--- src/rtl/ocu_dbuf.sv ---
module ocu_dbuf #(
  parameter int BW = 8,
  localparam int CW = 2 * BW
) (
  input  logic          clk,
  input  logic          rst_n,
  input  logic          bus_we,
  input  logic          bus_hi,
  input  logic [BW-1:0] bus_wdata,
  input  logic          bus_rd_hi,
  output logic [BW-1:0] bus_rdata,
  input  logic          buffered,
  input  logic [1:0]    commit_sel,
  input  logic [CW-1:0] count,
  input  logic          at_top,
  input  logic          at_bottom,
  input  logic          flag_clr,
  input  logic          irq_ack,
  output logic          match_pulse,
  output logic          match_flag,
  output logic [CW-1:0] cmp_active
);

  logic [BW-1:0] hold_hi;
  logic [CW-1:0] shadow, active;
  logic          lo_wr, commit_now;
  logic [CW-1:0] view;

  assign lo_wr      = bus_we && !bus_hi;
  assign commit_now = buffered && ((commit_sel[0] && at_top) || (commit_sel[1] && at_bottom));
  assign view       = buffered ? shadow : active;
  assign bus_rdata  = bus_rd_hi ? view[CW-1:BW] : view[BW-1:0];
  assign match_pulse = (count == active);
  assign cmp_active  = active;

  always_ff @(posedge clk) begin
    if (!rst_n) begin
      hold_hi <= '0;
      shadow  <= '0;
      active  <= '0;
    end else begin
      if (bus_we && bus_hi) hold_hi <= bus_wdata;
      if (lo_wr) shadow <= {hold_hi, bus_wdata};
      if (commit_now)
        active <= shadow;
      else if (lo_wr && !buffered)
        active <= {hold_hi, bus_wdata};
    end
  end

  always_ff @(posedge clk) begin
    if (!rst_n) match_flag <= 1'b0;
    else if (match_pulse) match_flag <= 1'b1;
    else if (flag_clr || irq_ack) match_flag <= 1'b0;
  end

  a_r9_flag_sets: assert property (@(posedge clk) disable iff (!rst_n)
    match_pulse |=> match_flag);
  a_r9_flag_clears: assert property (@(posedge clk) disable iff (!rst_n)
    ((flag_clr || irq_ack) && !match_pulse) |=> !match_flag);
  a_r2_hi_no_effect: assert property (@(posedge clk) disable iff (!rst_n)
    (!buffered && bus_we && bus_hi) |=> $stable(cmp_active));
  a_r4_direct_low: assert property (@(posedge clk) disable iff (!rst_n)
    (!buffered && bus_we && !bus_hi) |=> (cmp_active[BW-1:0] == $past(bus_wdata)));
  a_r5_hold_active: assert property (@(posedge clk) disable iff (!rst_n)
    (buffered && !(commit_sel[0] && at_top) && !(commit_sel[1] && at_bottom))
      |=> $stable(cmp_active));

endmodule

--- config.mk ---
export PLATFORM = sky130hd
export DESIGN_NAME = ocu_dbuf
export DESIGN_NICKNAME = d
export VERILOG_FILES = /design/src/rtl/ocu_dbuf.sv
export SDC_FILE = /design/constraint.sdc
export NUM_CORES = 1
export LEC_CHECK = 0
export BUFFER_PORTS_ARGS = -buffer_cell sky130_fd_sc_hd__clkbuf_2
export CAP_MARGIN = 10
export CORE_MARGIN = 5
export CORE_UTILIZATION = 30
export CTS_BUF_LIST = sky130_fd_sc_hd__clkbuf_8 sky130_fd_sc_hd__clkbuf_16
export DETAILED_ROUTE_END_ITERATION = 8
export SYNTH_ARGS = -nofsm -noshare
export SYNTH_HDL_FRONTEND = slang
export SYNTH_SLANG_ARGS = --single-unit
--- constraint.sdc ---
create_clock -name clk -period 2.1 [get_ports clk]
set_input_delay 0.315 -clock clk [delete_from_list [all_inputs] [get_ports clk]]
set_output_delay 0.315 -clock clk [all_outputs]
set_load 0.03 [all_outputs]
-- Word-level counts from Yosys, hierarchy flattened
Cells that the tools add are included.
- register bits: 41
- output and inout bits: 26
- equality and inequality tests: 1
- multiplexer cells: 6
- reductions and logical operators: 12
- operator list (operator ; number):
    16-bit two-way mux ; 3
    16-bit equality test ; 1
    8-bit two-way mux ; 1
    1-bit logical AND ; 6
    2-bit nonzero test ; 2
    1-bit zero test ; 2
    1-bit logical OR ; 2
    1-bit two-way mux ; 2

-- Depth between registers and ports, before layout
- depth after elaboration: 5
- mapped depth: 6
- depth with buffers taken out: 4

-- Worst setup path after synthesis
Ideal clock, no wire load.
- path type: reg2out
- from: reg active[5], in the netlist cmp_active[5]
- to: out match_pulse
- arrival: 1520 ps
- slack: 265 ps
- data required time: 1785 ps
- cell stages (with the launch flop): 4
- path buffers: 0
- path through: dfxtp_1 > xnor2_1 > nand4_1 > nor4_2
- longest elaborated chain between the ends: 1
- RTL lines (element ; line ; source):
    from (decl) ; 25 ; logic [CW-1:0] shadow, active;
    from (signal assigned) ; 45 ; active <= shadow;
    from (signal assigned) ; 47 ; active <= {hold_hi, bus_wdata};
    16-bit equality test ; 33 ; assign match_pulse = (count == active);
    to (decl) ; 19 ; output logic match_pulse,
No other way between the ends.

-- Worst setup path in the final report
- from: reg active[15], in the netlist cmp_active[15]
- to: out match_pulse
Same word-level chain as after synthesis.

==> results.md <==
- Across the routed clock network, the largest skew measured is roughly 0.0067 ns.
- The via count is 1739.
- A synthesized cell averages 9.64 µm².
- The wire-length estimate of the detail-placed layout is 4140 µm.
- The die covers 0.00878 mm².
- The clock net sink count is 41.
- Yosys mapped the design onto 26 distinct sky130hd cell types.
- In the layout the commonest cells are sky130_fd_sc_hd__clkbuf_2, sky130_fd_sc_hd__nand2_1, sky130_fd_sc_hd__dfxtp_1.
- Counting buffers and inverters, the worst setup path is 4 cells deep.
- The H-tree was split into 2 levels.
- STA puts the critical path data required time at 1.78 ns.
- The number of diodes added for antenna fixing is 0.
- The final cell count without fillers is about 370.
- The most common library cell in the layout ignoring fill and taps is sky130_fd_sc_hd__clkbuf_2.
- The worst setup path is of the reg2out kind.
- The total count of max-transition violations in the final report was 0.
- The core region is roughly 0.0068 mm².
- The count of buffers added on input and output ports is between 60 and 70.
- The kind of start point of the critical path is a flop.
- The leakage power summed over all cells is approximately 0.001 µW.
- The number of hold violations in the final report is 0.
- The layout net count is 313.
- The maximum net fanout on the critical path is 4.
- The worst hold slack is between 0.2 and 0.3 ns.
- The cell count after placement is between 300 and 400.
- The area growth from synthesis to layout is 22.3%.
- Dividing the detail-routed via count by the number of cells gives ~4.6.
- VDD sags by at most just over 0.2 mV.
- Buffers added to address setup during post-CTS repair amount to 0.
- The data arrival time at the worst-slack endpoint is about 1.6 ns.
- The remaining global-route overflow is 0.
- In this design, the largest share of critical-path delay is due to simple AND/OR/NAND/NOR gates.
- The number of cells on the worst reg-to-reg path is 4.
- The final-report setup violation count is 0.
- The root buffer cell is sky130_fd_sc_hd__clkbuf_8.
- After detailed routing, the average wire length per cell comes to about 14 µm.
- TritonCTS built the clock tree.
- The synthesis warning total is 0.
- The maximum buffer depth of the clock tree is 2.
- The min-delay analysis places its worst path in the category in2reg.
- For this run, the share of the core covered by cells in the final layout is 37.8%.
- The count of nets left with antenna violations once routing finished came out at 0.
- Setup repair after global routing left no endpoint under its margin.
- In this run the cell area of the synthesized design comes to approximately 0.0021 mm².
- The termination of the worst setup path is match_pulse.
- The starting density of the core is between 30% and 40%.
- The flow ran to the end, and the final reports show no timing, DRC or antenna violations.
- The depth of the worst hold-timing path is 3.
- Synthesis produced a netlist whose cell count is around 220.
- The number of nets in the synthesized netlist is between 200 and 300.
- The post-route setup TNS is 0 ns.
- The clock slew seen by the registers of the worst setup and hold paths is around 0.080 ns.
- The clock latency of the later-clocked register in the worst-skew pair is 0.29 ns.
- Together, buffers and inverters on the worst path number 1.
- The post-route clock period utilization is between 90% and 100%.
- The pin slew with the least headroom to its limit is 0.683 ns.
- The initialized floorplan defines 30 standard-cell rows.
- For this design the ratio of total power to cell area is approximately 640 mW/mm².
- The clock period minus final worst setup slack is roughly 1.9 ns.
- Entering global routing, the biggest net connects 42 pins.
- The worst flop-to-flop path startpoint is cmp_active[15]$_SDFFE_PN0P_.
- Counting the buffers created by CTS gives 5.
- Walking the worst path, the cells encountered are xnor2_1 -> nand4_1 -> nor4_2 -> clkbuf_2.
- The first global-routing pass estimated 8680 µm of wire.
- The die span in y is between 90 and 100 µm.
- The first detailed-routing pass took 4 iterations.
- The element type at the critical path end is a primary output.
- The top achievable clock speed is approximately 0.52 GHz.
- In this run the register-to-register setup slack is about 0.85 ns.
- The initial antenna violation count is 0.
- The initial DRC count is between 100 and 150.
- For this design, the slowest cell found on the critical path is sky130_fd_sc_hd__dfxtp_1.
- The via count of the first global-routing pass is ~1700.
- At the end of routability-driven placement, the weighted congestion stood at 0.754.
- The sum of routed wire length over all layers is between 5000 and 6000 µm.
- After synthesis, flip-flops and latches occupy 39.1% of the total area.
- Measured against its own limit, the worst slew margin works out to between 50% and 60%.
- The most critical setup path has its startpoint at cmp_active[15]$_SDFFE_PN0P_.
- In the routed design, unresolved DRC markers number 0.
- The max capacitance violation total is 0.
- The die boundary width is about 94 µm.
- The number of buffers inserted for hold repair after clock tree synthesis is 0.
- The aggregate global-route resource usage is 12.6%.
- Once the clock tree was built, the resizer swapped 0 gates to a different size.
- The end of the worst register-to-register path is match_flag$_SDFFE_PN0P_.
- The largest single stage delay on the critical path is 0.34 ns.
- In this run, synthesis produced a sequential element count of 41.
- The fraction of final layout cells with drive strength greater than 1 is 35.3%.
- Pin placement for this block handled between 60 and 70 I/O pins.
[per-stage QoR]
step | instance area [µm²] | worst slack, ns | power [µW]
after floorplan | 2100 | 0.265 | 1030
after global placement | 2470 | 0.419 | 1110
after detailed placement | 2470 | 0.399 | 1120
after CTS | 2570 | 0.124 | 1680
after global routing | 2570 | 0.0770 | 1730
final | 2570 | 0.186 | 1650
[cells by family (layout without fill, tap and decap cells)]
logic type / after synthesis / in the layout / synth area share [%]
AND/OR/NAND/NOR: 78 / 78 / 16.8
AO/OA/AOI/OAI: 59 / 59 / 23.6
flip-flops: 41 / 41 / 39.1
XOR/XNOR: 16 / 16 / 6.67
buffers and inverters: 16 / 76 / 5.30
multiplexers: 8 / 8 / 8.58
[sequential cells by signal (all words and copies together), names as in the netlist]
register    flops
cmp_active     16
hold_hi         8
shadow         16
match_flag      1
[per-layer routing]
metal	share of wire (%)	track usage, %	wire [µm]	vias up
met5	0	0	0	-
li1	-	-	-	882
met4	1.6	4.69	84	0
met1	49	17.3	2630	801
met3	6.7	3.04	360	7
met2	43	19.1	2270	49
[worst register-to-register path, cell delays in order (launching register included)]
cell	delay [ns]
sky130_fd_sc_hd__dfxtp_1	0.34
sky130_fd_sc_hd__xnor2_1	0.23
sky130_fd_sc_hd__nand4_1	0.15
sky130_fd_sc_hd__nor4_2	0.33
sky130_fd_sc_hd__o21a_1	0.16
[synthesized netlist by cell type]
cell / n / share of area [%]
sky130_fd_sc_hd__nand2_1: 58 / 10
sky130_fd_sc_hd__dfxtp_1: 41 / 39
sky130_fd_sc_hd__a21boi_1: 36 / 13
sky130_fd_sc_hd__xnor2_1: 16 / 6.7
sky130_fd_sc_hd__a22oi_2: 10 / 6.0
sky130_fd_sc_hd__nand3_1: 10 / 2.4
sky130_fd_sc_hd__mux4_2: 8 / 8.6
sky130_fd_sc_hd__clkbuf_1: 5 / 0.89
sky130_fd_sc_hd__a22oi_1: 4 / 1.4
sky130_fd_sc_hd__buf_2: 4 / 0.95
sky130_fd_sc_hd__buf_4: 4 / 1.4
sky130_fd_sc_hd__nand4_1: 4 / 1.2
sky130_fd_sc_hd__a21boi_0: 2 / 0.71
sky130_fd_sc_hd__buf_6: 2 / 1.1
sky130_fd_sc_hd__o211a_1: 2 / 0.95
sky130_fd_sc_hd__o21ai_1: 2 / 0.48
sky130_fd_sc_hd__a21oi_2: 1 / 0.42
sky130_fd_sc_hd__a22o_1: 1 / 0.42
sky130_fd_sc_hd__and2_4: 1 / 0.42
sky130_fd_sc_hd__buf_12: 1 / 0.95
sky130_fd_sc_hd__nand2b_1: 1 / 0.30
sky130_fd_sc_hd__nor2b_1: 1 / 0.30
sky130_fd_sc_hd__nor3b_1: 1 / 0.36
sky130_fd_sc_hd__nor3b_4: 1 / 0.89
sky130_fd_sc_hd__nor4_2: 1 / 0.60
sky130_fd_sc_hd__o21a_1: 1 / 0.36
[where the power goes]
group / switching, µW / internal [µW] / total, µW
combinational: 149 / 113 / 262
sequential: 27.2 / 804 / 831
clock: 263 / 297 / 560
[worst min-delay path by stage]
| stage | start | to | slack (ns) |
|---|---|---|---|
| 2_1_floorplan | hold_hi[7]$_SDFFE_PN0P_ | shadow[15]$_SDFFE_PN0P_ | 0.44 |
| 3_3_place_gp | shadow[0]$_SDFFE_PN0P_ | shadow[0]$_SDFFE_PN0P_ | 0.46 |
| 3_5_place_dp | hold_hi[7]$_SDFFE_PN0P_ | shadow[15]$_SDFFE_PN0P_ | 0.47 |
| 4_1_cts | bus_wdata[3] | shadow[3]$_SDFFE_PN0P_ | 0.27 |
| 5_1_grt | bus_wdata[5] | shadow[5]$_SDFFE_PN0P_ | 0.29 |
| 6_report | bus_wdata[3] | shadow[3]$_SDFFE_PN0P_ | 0.27 |
[layout make-up]
cell class,count,area (µm²)
multi-input combinational,161,1170
sequential,41,821
clock inverter,1,5.00
tap,96,120
fill,701,4230
timing repair buffer,68,358
clock buffer,7,96.3
No activity file was read; power rests on OpenSTA's default activity.
